<file path="config.mk">
export PLATFORM = sky130hd
export DESIGN_NAME = ext_bus_seq
export DESIGN_NICKNAME = d
export VERILOG_FILES = /design/src/rtl/ebs_pkg.sv /design/src/rtl/ebs_phase_cnt.sv /design/src/rtl/ebs_addr_mask.sv /design/src/rtl/ebs_data_lane.sv /design/src/rtl/ext_bus_seq.sv
export SDC_FILE = /design/constraint.sdc
export NUM_CORES = 1
export LEC_CHECK = 0
export ABC_AREA = 0
export BUFFER_PORTS_ARGS = -buffer_cell sky130_fd_sc_hd__buf_4
export CAP_MARGIN = 20
export CORE_MARGIN = 1.5
export CORE_UTILIZATION = 55
export DETAILED_ROUTE_END_ITERATION = 16
export HOLD_SLACK_MARGIN = 0.05
export PLACE_DENSITY = 0.9
export SLEW_MARGIN = 5
export SYNTH_ARGS = -nofsm -noshare
export SYNTH_HDL_FRONTEND = slang
export SYNTH_SLANG_ARGS = --single-unit
</file>
<file path="constraint.sdc">
create_clock -name clk -period 3.6 [get_ports clk]
set_input_delay 0.72 -clock clk [delete_from_list [all_inputs] [get_ports clk]]
set_output_delay 0.72 -clock clk [all_outputs]
set_load 0.1 [all_outputs]
</file>
<file path="src/rtl/ebs_pkg.sv">
`timescale 1ns/1ps
package ebs_pkg;
    typedef enum logic [2:0] {
        ST_IDLE,
        ST_ADDR,
        ST_CMD,
        ST_RWAIT,
        ST_HOLD
    } ebs_state_e;

    typedef struct packed {
        logic       mux;
        logic       bus8;
        logic [1:0] ale_len;
        logic [2:0] cmd_len;
        logic [1:0] hold_len;
        logic       rdy_en;
        logic       rdy_pol;
    } ebs_timing_t;
endpackage

</file>
<file path="src/rtl/ebs_phase_cnt.sv">
`timescale 1ns/1ps
module ebs_phase_cnt #(
    parameter int W = 3
) (
    input  logic         clk,
    input  logic         rst_n,
    input  logic         load,
    input  logic [W-1:0] load_val,
    output logic         last
);
    logic [W-1:0] cnt;

    always_ff @(posedge clk or negedge rst_n) begin
        if (!rst_n)
            cnt <= '0;
        else if (load)
            cnt <= load_val;
        else if (cnt != '0)
            cnt <= cnt - 1'b1;
    end

    assign last = (cnt == '0);
endmodule

</file>
<file path="src/rtl/ebs_addr_mask.sv">
`timescale 1ns/1ps
module ebs_addr_mask #(
    parameter int AW  = 24,
    parameter int ABW = 5
) (
    input  logic [AW-1:0]  addr,
    input  logic [ABW-1:0] nbits,
    output logic [AW-1:0]  masked
);
    for (genvar i = 0; i < AW; i++) begin : g_bit
        assign masked[i] = addr[i] & (nbits > ABW'(i));
    end
endmodule

</file>
<file path="src/rtl/ebs_data_lane.sv">
`timescale 1ns/1ps
module ebs_data_lane #(
    parameter int DW = 16
) (
    input  logic          bus8,
    input  logic          wide,
    input  logic          beat,
    input  logic [DW-1:0] wdata,
    input  logic [DW-1:0] ad_in,
    input  logic [DW-1:0] rd_cur,
    output logic [DW-1:0] lane_out,
    output logic [DW-1:0] rd_next
);
    localparam int HW = DW / 2;

    always_comb begin
        if (bus8) begin
            lane_out = {{HW{1'b0}}, beat ? wdata[DW-1:HW] : wdata[HW-1:0]};
            rd_next  = beat ? {ad_in[HW-1:0], rd_cur[HW-1:0]}
                            : {rd_cur[DW-1:HW], ad_in[HW-1:0]};
        end else begin
            lane_out = wide ? wdata : {{HW{1'b0}}, wdata[HW-1:0]};
            rd_next  = wide ? ad_in : {{HW{1'b0}}, ad_in[HW-1:0]};
        end
    end
endmodule

</file>
<file path="src/rtl/ext_bus_seq.sv">
`timescale 1ns/1ps
module ext_bus_seq #(
    parameter int AW = 24,
    parameter int DW = 16
) (
    input  logic                       clk,
    input  logic                       rst_n,
    input  logic                       req_valid,
    input  logic                       req_write,
    input  logic                       req_wide,
    input  logic [AW-1:0]              req_addr,
    input  logic [DW-1:0]              req_wdata,
    input  logic                       cfg_mux,
    input  logic                       cfg_bus8,
    input  logic [1:0]                 cfg_ale_len,
    input  logic [2:0]                 cfg_cmd_len,
    input  logic [1:0]                 cfg_hold_len,
    input  logic                       cfg_rdy_en,
    input  logic                       cfg_rdy_pol,
    input  logic [$clog2(AW+1)-1:0]    cfg_abits,
    input  logic                       rdy_in,
    input  logic [DW-1:0]              ad_in,
    output logic                       ale,
    output logic                       rd_n,
    output logic                       wr_n,
    output logic [DW-1:0]              ad_out,
    output logic                       ad_oe,
    output logic [DW-1:0]              addr_lo,
    output logic [AW-DW-1:0]           addr_hi,
    output logic                       done,
    output logic [DW-1:0]              rd_data
);
    import ebs_pkg::*;

    localparam int ABW = $clog2(AW + 1);
    localparam int CW  = 3;

    ebs_state_e        state_q, state_d;
    ebs_timing_t       tim_q;
    logic [ABW-1:0]    abits_q;
    logic [AW-1:0]     addr_q;
    logic [DW-1:0]     wdata_q;
    logic              wr_q, wide_q, beat_q, split_q;

    logic              ld;
    logic [CW-1:0]     ldv;
    logic              last, start, cmd_end, fin, more;
    logic              rdy_ok;
    logic [AW-1:0]     beat_addr, maddr;
    logic [DW-1:0]     lane_out, rd_next;

    ebs_phase_cnt #(.W(CW)) u_cnt (
        .clk(clk), .rst_n(rst_n), .load(ld), .load_val(ldv), .last(last)
    );

    assign beat_addr = addr_q + AW'(beat_q);

    ebs_addr_mask #(.AW(AW), .ABW(ABW)) u_mask (
        .addr(beat_addr), .nbits(abits_q), .masked(maddr)
    );

    ebs_data_lane #(.DW(DW)) u_lane (
        .bus8(tim_q.bus8), .wide(wide_q), .beat(beat_q), .wdata(wdata_q),
        .ad_in(ad_in), .rd_cur(rd_data), .lane_out(lane_out), .rd_next(rd_next)
    );

    assign rdy_ok = !tim_q.rdy_en || (rdy_in == tim_q.rdy_pol);
    assign more   = split_q && !beat_q;

    // Next-state and phase-counter load
    always_comb begin
        state_d = state_q;
        ld      = 1'b0;
        ldv     = '0;
        start   = 1'b0;
        cmd_end = 1'b0;
        fin     = 1'b0;
        unique case (state_q)
            ST_IDLE: begin
                if (req_valid) begin
                    start = 1'b1;
                    ld    = 1'b1;
                    if (cfg_mux) begin
                        state_d = ST_ADDR;
                        ldv     = {1'b0, cfg_ale_len};
                    end else begin
                        state_d = ST_CMD;
                        ldv     = cfg_cmd_len;
                    end
                end
            end
            ST_ADDR: begin
                if (last) begin
                    state_d = ST_CMD;
                    ld      = 1'b1;
                    ldv     = tim_q.cmd_len;
                end
            end
            ST_CMD: begin
                if (last) begin
                    if (rdy_ok) cmd_end = 1'b1;
                    else        state_d = ST_RWAIT;
                end
            end
            ST_RWAIT: begin
                if (rdy_ok) cmd_end = 1'b1;
            end
            ST_HOLD: begin
                if (last) fin = 1'b1;
            end
        endcase
        if (cmd_end) begin
            if (tim_q.hold_len != 2'd0) begin
                state_d = ST_HOLD;
                ld      = 1'b1;
                ldv     = {1'b0, tim_q.hold_len} - 3'd1;
            end else begin
                fin = 1'b1;
            end
        end
        if (fin) begin
            if (more) begin
                ld = 1'b1;
                if (tim_q.mux) begin
                    state_d = ST_ADDR;
                    ldv     = {1'b0, tim_q.ale_len};
                end else begin
                    state_d = ST_CMD;
                    ldv     = tim_q.cmd_len;
                end
            end else begin
                state_d = ST_IDLE;
            end
        end
    end

    // State register and captured request
    always_ff @(posedge clk or negedge rst_n) begin
        if (!rst_n) begin
            state_q <= ST_IDLE;
            tim_q   <= '0;
            abits_q <= '0;
            addr_q  <= '0;
            wdata_q <= '0;
            wr_q    <= 1'b0;
            wide_q  <= 1'b0;
            beat_q  <= 1'b0;
            split_q <= 1'b0;
            done    <= 1'b0;
            rd_data <= '0;
        end else begin
            state_q <= state_d;
            done    <= fin && !more;
            if (start) begin
                tim_q   <= '{mux: cfg_mux, bus8: cfg_bus8, ale_len: cfg_ale_len,
                             cmd_len: cfg_cmd_len, hold_len: cfg_hold_len,
                             rdy_en: cfg_rdy_en, rdy_pol: cfg_rdy_pol};
                abits_q <= cfg_abits;
                addr_q  <= req_addr;
                wdata_q <= req_wdata;
                wr_q    <= req_write;
                wide_q  <= req_wide;
                beat_q  <= 1'b0;
                split_q <= req_wide && cfg_bus8;
                rd_data <= '0;
            end
            if (cmd_end && !wr_q)
                rd_data <= rd_next;
            if (fin && more)
                beat_q <= 1'b1;
        end
    end

    // Outputs decoded from the state register
    always_comb begin
        logic strobe;
        strobe  = (state_q == ST_CMD) || (state_q == ST_RWAIT);
        ale     = (state_q == ST_ADDR);
        rd_n    = !(strobe && !wr_q);
        wr_n    = !(strobe && wr_q);
        ad_oe   = ale || (strobe && wr_q);
        ad_out  = ale ? maddr[DW-1:0] : ((strobe && wr_q) ? lane_out : '0);
        addr_lo = ((state_q != ST_IDLE) && !tim_q.mux) ? maddr[DW-1:0] : '0;
        addr_hi = (state_q != ST_IDLE) ? maddr[AW-1:DW] : '0;
    end
endmodule

</file>
==> results.yml <==
drt:
  drcViolationCount: 0
  drt-pass1-iter-count: 5
  wire_per_inst_um: 16.2
  detail-route-antenna-nets: 0
  wirelength_mm: 13.1
  vias: 4569
  drt_iter0_drc: 273
  viasPerCell: 5.64
final_layout:
  stdcell_count: 810
  final_core_util_pct: 74.1
  seq_area_um2: 2080
  antenna_cells: 0
  final_net_count: 782
  area_growth_pct: 31.1
  multi_input_area_um2: 2550
  drive_above_1_share_pct: 28.5
  final_area_um2: 6090
  fillers: 633
power:
  clock_power_share_pct: 10.9
  seq_power_share_pct: 30.0
  p_sw_share_pct: 57.1
  p_int_mw: 2.62
  p_leak_nw: 3.00
  ir_drop_mv: 0.525
  total_power_mw: 6.11
  power_density_nw_per_um2: 1000
  p_switching_mw: 3.49
  comb_power_share_pct: 59.1
worst_setup_path:
  startpoint: "beat_q"
  critical_path_class: "reg -> out"
  crit_path_end_kind: "output port"
  critical_path.max_fanout: 7
  cp.arrival_ns: 2.74
  rr_startpoint: "u_cnt.cnt[0]"
  required_ns: 2.88
  cp-start-kind: "flop"
yosys:
  ys_types: 51
  synth-edff-count: 0
  synth_seq_cells: 83
  ys_warn_count: 0
  yosysMostFrequentCell: "nand2_1"
  synth_top_area_share_pct: 44.7
  yosys.area.top_type: "dfrtp_1"
  yosysSeqAreaShare_pct: 44.7
  postSynthAreaPerCell_um2: 8.02
  synthesis.nets: 661
  netlist_area_um2: 4640
  synthFlopType: "dfrtp_1"
  synth_area_leaders: "dfrtp_1, nand2_1, o21ai_0, xnor2_1, mux2i_1"
  async_reset_ff_share_pct: 100
  synthTopCellsByCount: "nand2_1, dfrtp_1, clkbuf_1, o21ai_0, nor2_1"
  syn_inst: 579
floorplan:
  num_io_pins: 139
  initial_utilization_pct: 56.5
  rows: 33
  die_w_um: 94.9
  fp.dieH_um: 94.9
  core_um2: 8220
  dieArea_um2: 9010
status:
  outcome: "finished, final reports clean"
clocking:
  clkTransAtPathRegs_ns: 0.08
  h-tree-depth: 3
  cts_root_buffer: "clkbuf_8"
  worstSkewPairLatency_ns: 0.36
  numCtsBuffers: 9
  cts_buffer_depth: 2
  tritoncts: "built"
  clock_sinks: 83
run:
  cap_violations: 0
timing:
  holdWs_ns: 0.299
  fin_worst_skew_ns: 0.00607
  fin_crit_sh_pct: 96.1
  worst_pin_slew_ns: 0.739
  max_freq_mhz: 289
  slew_viol_final: 0
  period_needed_ns: 3.46
  hold_viol: 0
  relSlewSlack_pct: 50.5
  fin_ws_ns: 0.139
  setup_viol: 0
  rsz0062_at_grt: "false"
  finalSetupTns_ns: 0
placed_design:
  postPlaceCellArea_um2: 5860
  place_hpwl_mm: 9.67
  portBuffers: 138
  dp_worst_setup_slack_ns: 0.489
  gp_congestion: 0.931
  placed_cells: 793
min_path:
  hold_path_class: "in -> async"
grt:
  grt_max_degree: 84
  grt_pass1_wl_mm: 21.0
  grt_pass1_vias: 4436
  track_usage_pct: 30.2
  antenna_found_initial: 0
  overflow: 0
[power groups by stage]
| stage | Sequential (mW) | Combinational [mW] | Clock (mW) |
|---|---|---|---|
| 2_1_floorplan | 2.15 | 2.44 | 0 |
| 3_3_place_gp | 1.81 | 3.53 | 0 |
| 3_5_place_dp | 1.83 | 3.59 | 0 |
| 4_1_cts | 1.82 | 3.60 | 0.665 |
| 5_1_grt | 1.89 | 3.85 | 0.706 |
| 6_report | 1.83 | 3.61 | 0.665 |
[flip-flops by register name, indices dropped and copies added, names as in the netlist]
register,count
abits_q,5
addr_q,24
beat_q,1
done,1
rd_data,16
split_q,1
state_q,3
tim_q,11
u_cnt.cnt,3
wdata_q,16
wide_q,1
wr_q,1
[critical path: stages, from the launching register on]
cell and delay [ns]:
dfrtp_2 0.42, ha_1 0.23, ha_1 0.22, nand3_1 0.17
or2_2 0.40, nor3_1 0.25, xnor2_1 0.17, nor3_2 0.20
buf_4 0.32
[cell families after synthesis]
family / Yosys count / share of synthesized area [%]
muxes: 14 / 3.07
xor gates and xnor gates: 21 / 3.96
buffers and inverters: 42 / 3.45
AOI/OAI and AO/OA: 87 / 12.3
DFF: 83 / 44.7
and+or+nand+nor: 328 / 31.4
adders and majority gates: 4 / 1.08
[worst paths after layout]
path / slack (ns) / cells after the start / to
setup / recovery: 0.14 / 8 / addr_lo[12]
hold / removal: 0.30 / 1 / rd_data[13]
setup reg to reg: 1.03 / 6 / rd_data[7]
hold reg to reg: 0.48 / 2 / tim_q[7]
max in group asynchronous: 2.69 / 2 / beat_q
min in group clk: 0.48 / 2 / tim_q[7]
[layout by cell type (no fill, tap or decap), drive strengths merged, types with 10 or more instances in the layout]
| cell type | netlist | layout |
|---|---|---|
| nor3 | 24 | 24 |
| clkbuf | 31 | 12 |
| mux2i | 12 | 12 |
| nand2 | 229 | 229 |
| nor2 | 24 | 24 |
| dfrtp | 83 | 83 |
| o21ai | 31 | 31 |
| a22o | 10 | 10 |
| buf | 2 | 143 |
| xnor2 | 16 | 16 |
[metal layers]
metal / wire, um / global-route usage (%) / up-vias
met1: 5330 / 37.2 / 2145
met3: 937 / 4.99 / 39
met4: 367 / 13.2 / 0
met2: 6490 / 51.8 / 206
li1: - / - / 2179
met5: 0 / 0 / -
[area by class of cell]
type | count | share of cell area, %
flip-flops and latches | 83 | 34.1
repair buffers | 143 | 18.2
clock inverters | 4 | 0.843
inverters | 9 | 0.555
well taps | 105 | 2.16
clock buffers | 12 | 2.22
multi-input cells | 454 | 41.9
[repair_timing]
item,in CTS,in global routing
resized for setup,0,5
buffers inserted,0,0
endpoints found under the setup margin,0,8
hold buffers,0,0
Note: power is estimated with default switching activity, not from simulation.
